### src/rtl/ssi_tx_pkg.sv
package ssi_tx_pkg;

  // Transmitter phases
  typedef enum logic [1:0] {
    ST_IDLE  = 2'd0,
    ST_SHIFT = 2'd1,
    ST_RECOV = 2'd2
  } tx_state_e;

  // Content selector of one trailing status slot
  typedef enum logic [1:0] {
    SB_ERR  = 2'd0,
    SB_WARN = 2'd1,
    SB_PAR  = 2'd2,
    SB_ZERO = 2'd3
  } sb_kind_e;

  localparam int unsigned NUM_SB = 3;

endpackage

### src/rtl/ssi_edge_sync.sv
module ssi_edge_sync #(
  parameter int unsigned STAGES = 2
) (
  input  logic clk,
  input  logic rst,
  input  logic ssi_clk_i,
  output logic rise_o,
  output logic fall_o
);

  logic [STAGES-1:0] sync_q;
  logic              prev_q;

  // Resting level of the controller clock is high, so reset to ones.
  always_ff @(posedge clk) begin
    if (rst) begin
      sync_q <= '1;
      prev_q <= 1'b1;
    end else begin
      sync_q <= {sync_q[STAGES-2:0], ssi_clk_i};
      prev_q <= sync_q[STAGES-1];
    end
  end

  assign rise_o = sync_q[STAGES-1] & ~prev_q;
  assign fall_o = ~sync_q[STAGES-1] & prev_q;

endmodule

### src/rtl/ssi_word_build.sv
module ssi_word_build
  import ssi_tx_pkg::*;
#(
  parameter int unsigned MAX_BITS = 32,
  parameter int unsigned LEN_W    = $clog2(MAX_BITS + 1)
) (
  input  logic [MAX_BITS-1:0] pos_i,
  input  logic                err_i,
  input  logic                warn_i,
  input  logic [LEN_W-1:0]    cfg_len_i,
  input  logic                cfg_gray_i,
  input  logic [1:0]          cfg_sb_cnt_i,
  input  logic [2*NUM_SB-1:0] cfg_sb_kind_i,
  output logic [MAX_BITS-1:0] word_o,
  output logic [LEN_W-1:0]    len_o
);

  localparam logic [LEN_W-1:0] MAX_LEN = LEN_W'(MAX_BITS);

  logic [LEN_W-1:0]    len_eff;
  logic [LEN_W-1:0]    sb_n;
  logic [LEN_W-1:0]    fld_w;
  logic [LEN_W-1:0]    pad;
  logic [MAX_BITS-1:0] fld_mask;
  logic [MAX_BITS-1:0] fld_bin;
  logic [MAX_BITS-1:0] fld_enc;
  logic [MAX_BITS-1:0] word_r;
  logic                fld_par;
  logic [NUM_SB-1:0]   sb_val;

  // Length and slot count, clamped to legal values
  always_comb begin
    len_eff = (cfg_len_i == '0 || cfg_len_i > MAX_LEN) ? MAX_LEN : cfg_len_i;
    sb_n    = LEN_W'(cfg_sb_cnt_i);
    if (sb_n >= len_eff) sb_n = len_eff - 1'b1;
    fld_w   = len_eff - sb_n;
    pad     = MAX_LEN - len_eff;
  end

  always_comb begin
    for (int i = 0; i < MAX_BITS; i++) begin
      fld_mask[i] = (i < int'(fld_w));
    end
  end

  // Field coding and parity
  always_comb begin
    fld_bin = pos_i & fld_mask;
    fld_enc = cfg_gray_i ? (fld_bin ^ (fld_bin >> 1)) : fld_bin;
    fld_par = ^fld_enc;
  end

  // One selector per status slot
  for (genvar g = 0; g < NUM_SB; g++) begin : g_slot
    sb_kind_e kind;
    logic     slot_bit;
    assign kind = sb_kind_e'(cfg_sb_kind_i[2*g +: 2]);
    always_comb begin
      case (kind)
        SB_ERR:  slot_bit = err_i;
        SB_WARN: slot_bit = warn_i;
        SB_PAR:  slot_bit = fld_par;
        default: slot_bit = 1'b0;
      endcase
    end
    assign sb_val[g] = (LEN_W'(g) < sb_n) & slot_bit;
  end

  // Assemble and left-align so the first bit sent is the top bit
  always_comb begin
    word_r = (fld_enc << sb_n) | {{(MAX_BITS-NUM_SB){1'b0}}, sb_val};
    word_o = word_r << pad;
    len_o  = len_eff;
  end

endmodule

### src/rtl/ssi_shift_ctrl.sv
module ssi_shift_ctrl
  import ssi_tx_pkg::*;
#(
  parameter int unsigned MAX_BITS = 32,
  parameter int unsigned LEN_W    = $clog2(MAX_BITS + 1),
  parameter int unsigned TM_W     = 16
) (
  input  logic                clk,
  input  logic                rst,
  input  logic                rise_i,
  input  logic                fall_i,
  input  logic [MAX_BITS-1:0] word_i,
  input  logic [LEN_W-1:0]    len_i,
  input  logic [TM_W-1:0]     cfg_tm_i,
  output logic                data_o,
  output tx_state_e           state_o
);

  localparam logic [TM_W-1:0] TM_ONE = TM_W'(1);

  tx_state_e           state_q;
  logic [MAX_BITS-1:0] sr_q;
  logic [LEN_W-1:0]    left_q;
  logic [TM_W-1:0]     tm_q;
  logic [TM_W-1:0]     cnt_q;
  logic [TM_W-1:0]     tm_eff;
  logic                data_q;

  always_comb tm_eff = (cfg_tm_i == '0) ? TM_ONE : cfg_tm_i;

  always_ff @(posedge clk) begin
    if (rst) begin
      state_q <= ST_IDLE;
      sr_q    <= '0;
      left_q  <= '0;
      tm_q    <= TM_ONE;
      cnt_q   <= '0;
      data_q  <= 1'b1;
    end else begin
      case (state_q)
        ST_IDLE: begin
          data_q <= 1'b1;
          if (fall_i) begin
            sr_q    <= word_i;
            left_q  <= len_i;
            tm_q    <= tm_eff;
            state_q <= ST_SHIFT;
          end
        end
        ST_SHIFT: begin
          if (rise_i) begin
            if (left_q != '0) begin
              data_q <= sr_q[MAX_BITS-1];
              sr_q   <= {sr_q[MAX_BITS-2:0], 1'b0};
              left_q <= left_q - 1'b1;
            end else begin
              data_q  <= 1'b0;
              cnt_q   <= tm_q - 1'b1;
              state_q <= ST_RECOV;
            end
          end
        end
        ST_RECOV: begin
          if (rise_i || fall_i) begin
            cnt_q <= tm_q - 1'b1;
          end else if (cnt_q == '0) begin
            data_q  <= 1'b1;
            state_q <= ST_IDLE;
          end else begin
            cnt_q <= cnt_q - 1'b1;
          end
        end
        default: state_q <= ST_IDLE;
      endcase
    end
  end

  assign data_o  = data_q;
  assign state_o = state_q;

endmodule

### src/rtl/ssi_pos_tx.sv
module ssi_pos_tx
  import ssi_tx_pkg::*;
#(
  parameter int unsigned MAX_BITS    = 32,
  parameter int unsigned TM_W        = 16,
  parameter int unsigned SYNC_STAGES = 2,
  localparam int unsigned LEN_W      = $clog2(MAX_BITS + 1)
) (
  input  logic                clk,
  input  logic                rst,
  input  logic                ssi_clk_i,
  input  logic [MAX_BITS-1:0] pos_i,
  input  logic                err_i,
  input  logic                warn_i,
  input  logic [LEN_W-1:0]    cfg_len_i,
  input  logic                cfg_gray_i,
  input  logic [1:0]          cfg_sb_cnt_i,
  input  logic [2*NUM_SB-1:0] cfg_sb_kind_i,
  input  logic [TM_W-1:0]     cfg_tm_i,
  output logic                ssi_data_o
);

  logic                edge_rise;
  logic                edge_fall;
  logic [MAX_BITS-1:0] frame_word;
  logic [LEN_W-1:0]    frame_len;
  tx_state_e           tx_state;

  ssi_edge_sync #(
    .STAGES (SYNC_STAGES)
  ) u_sync (
    .clk       (clk),
    .rst       (rst),
    .ssi_clk_i (ssi_clk_i),
    .rise_o    (edge_rise),
    .fall_o    (edge_fall)
  );

  ssi_word_build #(
    .MAX_BITS (MAX_BITS),
    .LEN_W    (LEN_W)
  ) u_build (
    .pos_i         (pos_i),
    .err_i         (err_i),
    .warn_i        (warn_i),
    .cfg_len_i     (cfg_len_i),
    .cfg_gray_i    (cfg_gray_i),
    .cfg_sb_cnt_i  (cfg_sb_cnt_i),
    .cfg_sb_kind_i (cfg_sb_kind_i),
    .word_o        (frame_word),
    .len_o         (frame_len)
  );

  ssi_shift_ctrl #(
    .MAX_BITS (MAX_BITS),
    .LEN_W    (LEN_W),
    .TM_W     (TM_W)
  ) u_ctrl (
    .clk      (clk),
    .rst      (rst),
    .rise_i   (edge_rise),
    .fall_i   (edge_fall),
    .word_i   (frame_word),
    .len_i    (frame_len),
    .cfg_tm_i (cfg_tm_i),
    .data_o   (ssi_data_o),
    .state_o  (tx_state)
  );

endmodule

### config.mk
export PLATFORM = sky130hd
export DESIGN_NAME = ssi_pos_tx
export DESIGN_NICKNAME = d
export VERILOG_FILES = /design/src/rtl/ssi_tx_pkg.sv /design/src/rtl/ssi_edge_sync.sv /design/src/rtl/ssi_word_build.sv /design/src/rtl/ssi_shift_ctrl.sv /design/src/rtl/ssi_pos_tx.sv
export SDC_FILE = /design/constraint.sdc
export NUM_CORES = 1
export LEC_CHECK = 0
export BUFFER_PORTS_ARGS = -buffer_cell sky130_fd_sc_hd__buf_2
export CAP_MARGIN = 20
export CORE_MARGIN = 2
export CORE_UTILIZATION = 40
export DETAILED_ROUTE_END_ITERATION = 6
export GPL_ROUTABILITY_DRIVEN = 0
export PLACE_DENSITY = 0.66
export SLEW_MARGIN = 10
export SYNTH_ARGS = -nofsm -noshare
export SYNTH_HDL_FRONTEND = slang
export SYNTH_SLANG_ARGS = --single-unit
### constraint.sdc
create_clock -name clk -period 10.2 [get_ports clk]
set_clock_uncertainty 0.2 [all_clocks]
set_input_delay 1.02 -clock clk [delete_from_list [all_inputs] [get_ports clk]]
set_output_delay 1.02 -clock clk [all_outputs]
set_load 0.05 [all_outputs]
* After elaboration in Yosys (flattened, before gate mapping) *
Index checks and enable logic that the tools add are counted.

operators by class
  add/subtract/negate cells = 6
  $lt $le $gt $ge = 37
  equality and inequality tests = 15
  shifts and indexed selects = 2
  multiplexer cells = 31
  bitwise operators = 10
  reductions and logical operators = 19

operators with widths
  cell                                                number
  2-to-1 mux 32 bit                                   4
  < comparator 5 x 6 -> 1 bit, first input constant   16
  2-to-1 mux 16 bit                                   5
  one-hot mux 32 bit (2 select lines)                 1
  << shifter 32 x 6 -> 32 bit                         2
  < comparator 4 x 6 -> 1 bit, first input constant   8
  bitwise AND 32 bit                                  1
  zero test 16 bit                                    2
  bitwise OR 32 x 3 -> 32 bit                         1
  one-hot mux 16 bit (2 select lines)                 1
  XOR reduction 32 bit                                1
  subtractor 16 x 1 -> 16 bit, second input constant  2
  XOR 32 x 31 -> 32 bit                               1
  2-to-1 mux 6 bit                                    5
  < comparator 1 x 6 -> 1 bit, first input constant   4
  < comparator 3 x 6 -> 1 bit, first input constant   4
  < comparator 2 x 6 -> 1 bit, first input constant   3
  one-hot mux 1 bit (3 select lines)                  4
  one-hot mux 6 bit (2 select lines)                  1
  AND reduction 4 bit                                 3
  subtractor 6 x 1 -> 6 bit, second input constant    2
  2-to-1 mux 2 bit                                    5
  == test 2 x 1 -> 1 bit, second input constant       4
  == test 2 bit, second input constant                4
  19 further kinds                                    36

word-level totals
  register bits after elaboration = 76
  bits of input ports = 68
  output and inout bits = 1

* Logic depth before layout (Yosys ltp) *
  depth in word-level cells = 17
  mapped depth = 35

* Modules after synthesis *
From an unflattened synthesis, not the netlist that was laid out.

unflattened totals
  cells, all modules = 1307
  area, all modules = 8878.5 um^2

modules (own cells, without submodules)
  module          instances  cells each  area each (um^2)  sequential area each (um^2)
  ssi_word_build  1          802         5083.6            0.0
  ssi_shift_ctrl  1          497         3702.3            1461.4
  ssi_edge_sync   1          8           92.6              60.1

* Worst setup path before layout *
Ideal clock, no wire load.

  kind = in2reg
  start = input cfg_len_i[5]
  end = register u_ctrl.sr_q[7]
  library setup time = 0.132 ns
  data arrival time = 8.452 ns
  required time = 9.868 ns
  setup slack = 1.417 ns
  cell stages on the path = 32
  path buffers = 9
  cell sequence = clkbuf_1 -> nor2b_1 -> clkbuf_1 -> clkinv_1 -> clkbuf_1 -> buf_1 -> ha_1 -> clkbuf_1 -> a22o_1 -> a21o_1 -> and2_1 -> clkbuf_1 -> clkbuf_1 -> clkbuf_1 -> inv_1 -> ha_1 -> o2111ai_2 -> a31o_1 -> buf_4 -> a221oi_1 -> o32ai_1 -> xor2_1 -> xnor2_1 -> xnor3_1 -> xnor2_1 -> xor3_1 -> xnor2_2 -> o21ai_2 -> mux4_2 -> a22o_4 -> a221oi_2 -> nor3_1

between the ends
  word-level cells in the longest chain between the ends = 17

ends and longest elaborated chain
  item                                                                                     RTL line              RTL
  start, declared                                                                          ssi_pos_tx.sv:15      input logic [LEN_W-1:0] cfg_len_i,
  > comparator 6 bit or zero test 6 bit (tied branches)                                    ssi_word_build.sv:33  len_eff = (cfg_len_i == '0 || cfg_len_i > MAX_LEN) ? MAX_LEN : cfg_len_i;
  logical OR 1 bit                                                                         ssi_word_build.sv:33
  2-to-1 mux 6 bit *                                                                       ssi_word_build.sv:33
  subtractor 6 x 1 -> 6 bit or greater-or-equal comparator 2 x 6 -> 1 bit (tied branches)  ssi_word_build.sv:35  if (sb_n >= len_eff) sb_n = len_eff - 1'b1;
  2-to-1 mux 6 bit                                                                         ssi_word_build.sv:35
  subtractor 6 bit                                                                         ssi_word_build.sv:36  fld_w = len_eff - sb_n;
  < comparator 1 x 6 -> 1 bit, or another cell as far along                                ssi_word_build.sv:42  fld_mask[i] = (i < int'(fld_w));
  bitwise AND 32 bit                                                                       ssi_word_build.sv:48  fld_bin = pos_i & fld_mask;
  XOR 32 x 31 -> 32 bit                                                                    ssi_word_build.sv:49  fld_enc = cfg_gray_i ? (fld_bin ^ (fld_bin >> 1)) : fld_bin;
  2-to-1 mux 32 bit                                                                        ssi_word_build.sv:49
  XOR reduction 32 bit                                                                     ssi_word_build.sv:50  fld_par = ^fld_enc;
  one-hot mux 1 bit (3 select lines)                                                       ssi_word_build.sv:59  case (kind)
  bitwise AND 1 bit                                                                        ssi_word_build.sv:66  assign sb_val[g] = (LEN_W'(g) < sb_n) & slot_bit;
  bitwise OR 32 x 3 -> 32 bit                                                              ssi_word_build.sv:71  word_r = (fld_enc << sb_n) | {{(MAX_BITS-NUM_SB){1'b0}}, sb_val};
  << shifter 32 x 6 -> 32 bit *                                                            ssi_word_build.sv:72  word_o = word_r << pad;
  2-to-1 mux 32 bit *                                                                      ssi_shift_ctrl.sv:43  if (fall_i) begin
  one-hot mux 32 bit (2 select lines) *                                                    ssi_shift_ctrl.sv:40  case (state_q)
  end signal, assigned                                                                     ssi_shift_ctrl.sv:44  sr_q <= word_i;
  end signal, assigned                                                                     ssi_shift_ctrl.sv:54  sr_q <= {sr_q[MAX_BITS-2:0], 1'b0};
  end, declared                                                                            ssi_shift_ctrl.sv:22  logic [MAX_BITS-1:0] sr_q;

Every way passes the cells marked *; elsewhere a longest branch is shown, timed or not. The select of a mux whose other input is x is not followed.
A chain may end at the register's enable or synchronous reset.

* Worst setup path after layout *
Ends and elaborated chain as after synthesis.

==> flow_metrics.py <==
metrics = {
    "clock_network": {
        "cts_tree": "yes",
        "post_cts_buffers": 0,
        "ctsRootBufferMaster": "clkbuf_16",
        "cts-root-to-sink-buffers": 2,
        "clock_sink_count": 76,
        "cts.clk_slew.worst_paths_ns": 0.06,
        "htree_levels": 3,
        "tritoncts.num_buffers": 9,
        "cts_hold_buf": 0,
        "cts-resized-gates": 0,
        "clock_insertion_delay_worst_skew_ns": 0.34,
    },
    "floorplanning": {
        "design.die.area_mm2": 0.02383,
        "core_region_area_mm2": 0.02243,
        "initial_cell_density_of_the_core_pct": 40.32,
        "die_width_um": 154.4,
        "io_pins": 69,
        "fp-row-count": 55,
        "die_span_y_um": 154.4,
    },
    "setup_path": {
        "arrival_ns": 8.86,
        "regToRegStartpoint": "u_sync.sync_q[1]",
        "timing.critical_path.fanout_max": 41,
        "criticalPathCategory": "input pin to register",
        "timing.critical_path.required_ns": 10.19,
        "crit_path_start": "cfg_len_i[5]",
        "setup.worst_path.start_class": "input pin",
        "worst_setup_path_end_kind": "register",
    },
    "sta": {
        "drv_slew": 0,
        "tightest_slew_ns": 1.038,
        "layout_worst_path_cycle_share_pct": 86.96,
        "fin_setup_tns_ns": 0,
        "finalHoldViolCount": 0,
        "timing.final.crit_period_ns": 8.870,
        "whs_ns": 0.2165,
        "grt_setup_unrepaired": "no",
        "setup-violations-final": 0,
        "max-slew-margin-rel_pct": 30.60,
        "fmax_mhz": 112.7,
    },
    "pwr": {
        "ir_worst_vdd_uv": 85.06,
        "pwr_density_cell_mw_per_mm2": 143.4,
        "seq_power_share_pct": 22.5,
        "share_clk_of_total_power_pct": 24.7,
        "switching_share_pct": 43.42,
        "logic_pwr_share_pct": 52.8,
        "power.static_leakage_nw": 3.629,
        "netSwitchingPower_uw": 613.0,
        "cellInternalPower_uw": 798.8,
    },
    "logic_synthesis": {
        "synthesis.area_mm2": 0.009045,
        "gate_count_after_technology_mapping": 1307,
        "synth.yosys.warnings": 0,
        "synth_nets": 1390,
        "number_of_flops_mapped_to_enable_cells_by_yosys": 0,
        "synth_seq_area_share_pct": 16.82,
        "synth_ff_type": "dfxtp_1",
        "ys_seq_elements": 76,
        "avgSynthCellArea_um2": 6.920,
        "synthDistinctLibCells": 102,
        "async_reset_ff_share_pct": 0,
    },
    "placed_design": {
        "port-buffer-count": 68,
        "dp_hpwl_um": 21890,
    },
    "route": {
        "routed_wl_um": 29750,
        "first_iter_violations": 1435,
        "vias_per_cell": 6.403,
        "drc_errors": 0,
        "drt_pre_antenna_iters": 6,
        "routed-via-count": 10206,
        "route.detailed.wl_per_inst_um": 18.66,
        "antenna_violating_nets_remaining": 0,
    },
    "layout": {
        "fin_nets": 1387,
        "layout-drive-gt1-share_pct": 13.37,
        "flow.area_growth_from_synthesis_pct": 8.867,
        "n_antenna_cell": 0,
    },
    "grt": {
        "pin_count_of_the_biggest_net_entering_global_routing": 78,
        "grt_overall_usage_pct": 24.21,
        "grt_pass1_vias": 9303,
        "antenna_found_initial": 0,
        "met2_usage_pct": 36.66,
        "grt_remaining_overflow": 0,
        "grt_first_pass_wirelength_um": 47820,
        "met3_usage_pct": 5.828,
        "use_met1_pct": 34.14,
        "grt-busiest-layer": "met2",
    },
    "outcome": {
        "status": "complete, no violations",
    },
    "flow_run": {
        "drv.max_cap_violation_count": 0,
    },
    "min_path": {
        "hold_class": "register to register",
        "holdCritStartpoint": "u_sync.sync_q[0]",
    },
}
## final timing paths
| check | end | cells past startpoint | slack, ns |
|---|---|---|---|
| max | u_ctrl.sr_q[7] | 26 | 1.33 |
| min | u_sync.sync_q[1] | 1 | 0.22 |
| max reg2reg | u_ctrl.sr_q[31] | 9 | 7.06 |
| min reg2reg | u_sync.sync_q[1] | 1 | 0.22 |
## synthesized netlist by cell type (21+ instances only)
library cell / number / area share (%)
o211ai_1: 24 / 2.0
inv_1: 26 / 1.1
clkbuf_1: 79 / 3.3
nand2_1: 154 / 6.4
o21ai_0: 87 / 4.8
xnor2_1: 28 / 2.7
nand3_1: 23 / 1.3
a21oi_1: 118 / 6.5
mux2i_1: 34 / 3.8
dfxtp_1: 76 / 17
and2_1: 21 / 1.5
nor2_1: 158 / 6.6
nor3_1: 47 / 2.6
a221oi_1: 21 / 2.0
a211oi_1: 28 / 2.3
## cell type report
type                    instances  area (um^2)
flip-flops and latches         76         1521
clock buffers                   9        225.2
repair buffers                 88        498.0
clock inverters                 7        98.84
fillers                      2341        12590
multi-input cells            1101         7042
well taps                     285        356.6
inverters                      28        105.1
## flip-flops by register name, summed over array words and instances, names as in the netlist
register	flops
u_sync.prev_q	1
u_ctrl.state_o	2
u_ctrl.data_o	1
u_ctrl.sr_q	32
u_ctrl.left_q	6
u_ctrl.tm_q	16
u_sync.sync_q	2
u_ctrl.cnt_q	16
## logic make-up (layout without fill, tap and decap cells)
kind of cell	after synthesis	count (layout)	share of synthesized area (%)
compound gates	480	480	36.48
xor+xnor	47	47	5.270
fa+ha+maj	15	15	2.158
buf+inv	130	132	5.589
flops	76	76	16.82
mux	62	62	8.245
other cells	1	1	0.04146
simple gates	496	496	25.40
## metal layers
metal	vias up	part of all wire, %
li1	4903	-
met1	4729	45
met2	499	43
met3	75	9.2
met4	0	2.6
met5	-	0
## placed cells by master, fill, tap and decap left out, types with 9 or more instances in the layout
cell type,count
o21ai_1,10
a22oi_1,18
o211ai_1,24
mux2i_1,34
nor3_1,47
and2_1,21
nand2b_1,13
o21ai_0,86
nor2_1,157
nor2b_1,9
nand3_1,23
inv_1,26
or3_1,10
buf_4,19
mux2_2,19
o21a_1,10
dfxtp_1,76
xnor2_1,27
a21oi_1,117
o22ai_1,18
a221oi_1,21
buf_2,68
a311oi_1,9
a31oi_1,19
nor4_1,12
clkbuf_16,9
a211oi_1,28
o32ai_1,13
ha_1,14
nand2_1,154
xor2_1,12
## critical path, cell delays in order
cell and delay (ns):
buf_2 0.15, nor2b_2 0.17, clkinv_1 0.08, buf_4 0.23, ha_1 0.31, buf_4 0.34, inv_1 0.41, a21o_1 0.26
buf_4 0.23, fa_1 0.47, nand2b_2 0.23, a21oi_2 0.24, xor2_1 0.83, a221oi_1 0.20, o32ai_1 0.34, xor2_1 0.22
xnor2_1 0.19, xnor3_1 0.46, xnor2_1 0.29, xor3_1 0.41, xnor2_2 0.35, o21ai_2 0.18, mux4_2 0.57, a22o_4 0.33
a221oi_2 0.23, nor3_1 0.07
## power by group through the flow
stage	logic, mW	registers, mW	clock network, mW
after floorplan	0.543	0.321	0
after global placement	0.714	0.323	0
after detailed placement	0.718	0.323	0
after CTS	0.722	0.317	0.354
after global routing	0.804	0.318	0.370
final	0.746	0.317	0.349
## stage by stage
stage          worst slack, ns  area, um^2  power, mW  util, %  std cells
4_1_cts                  1.501        9832      1.392    43.83       1593
3_5_place_dp             1.177        9508      1.041    42.38       1577
5_1_grt                 0.9911        9847      1.492    43.89       1594
6_report                 1.330        9847      1.412    43.89       1594
3_3_place_gp             1.354        9508      1.037    42.38       1577
2_1_floorplan            1.417        9045     0.8639        -       1307
Note: power is estimated with default switching activity, not from simulation.
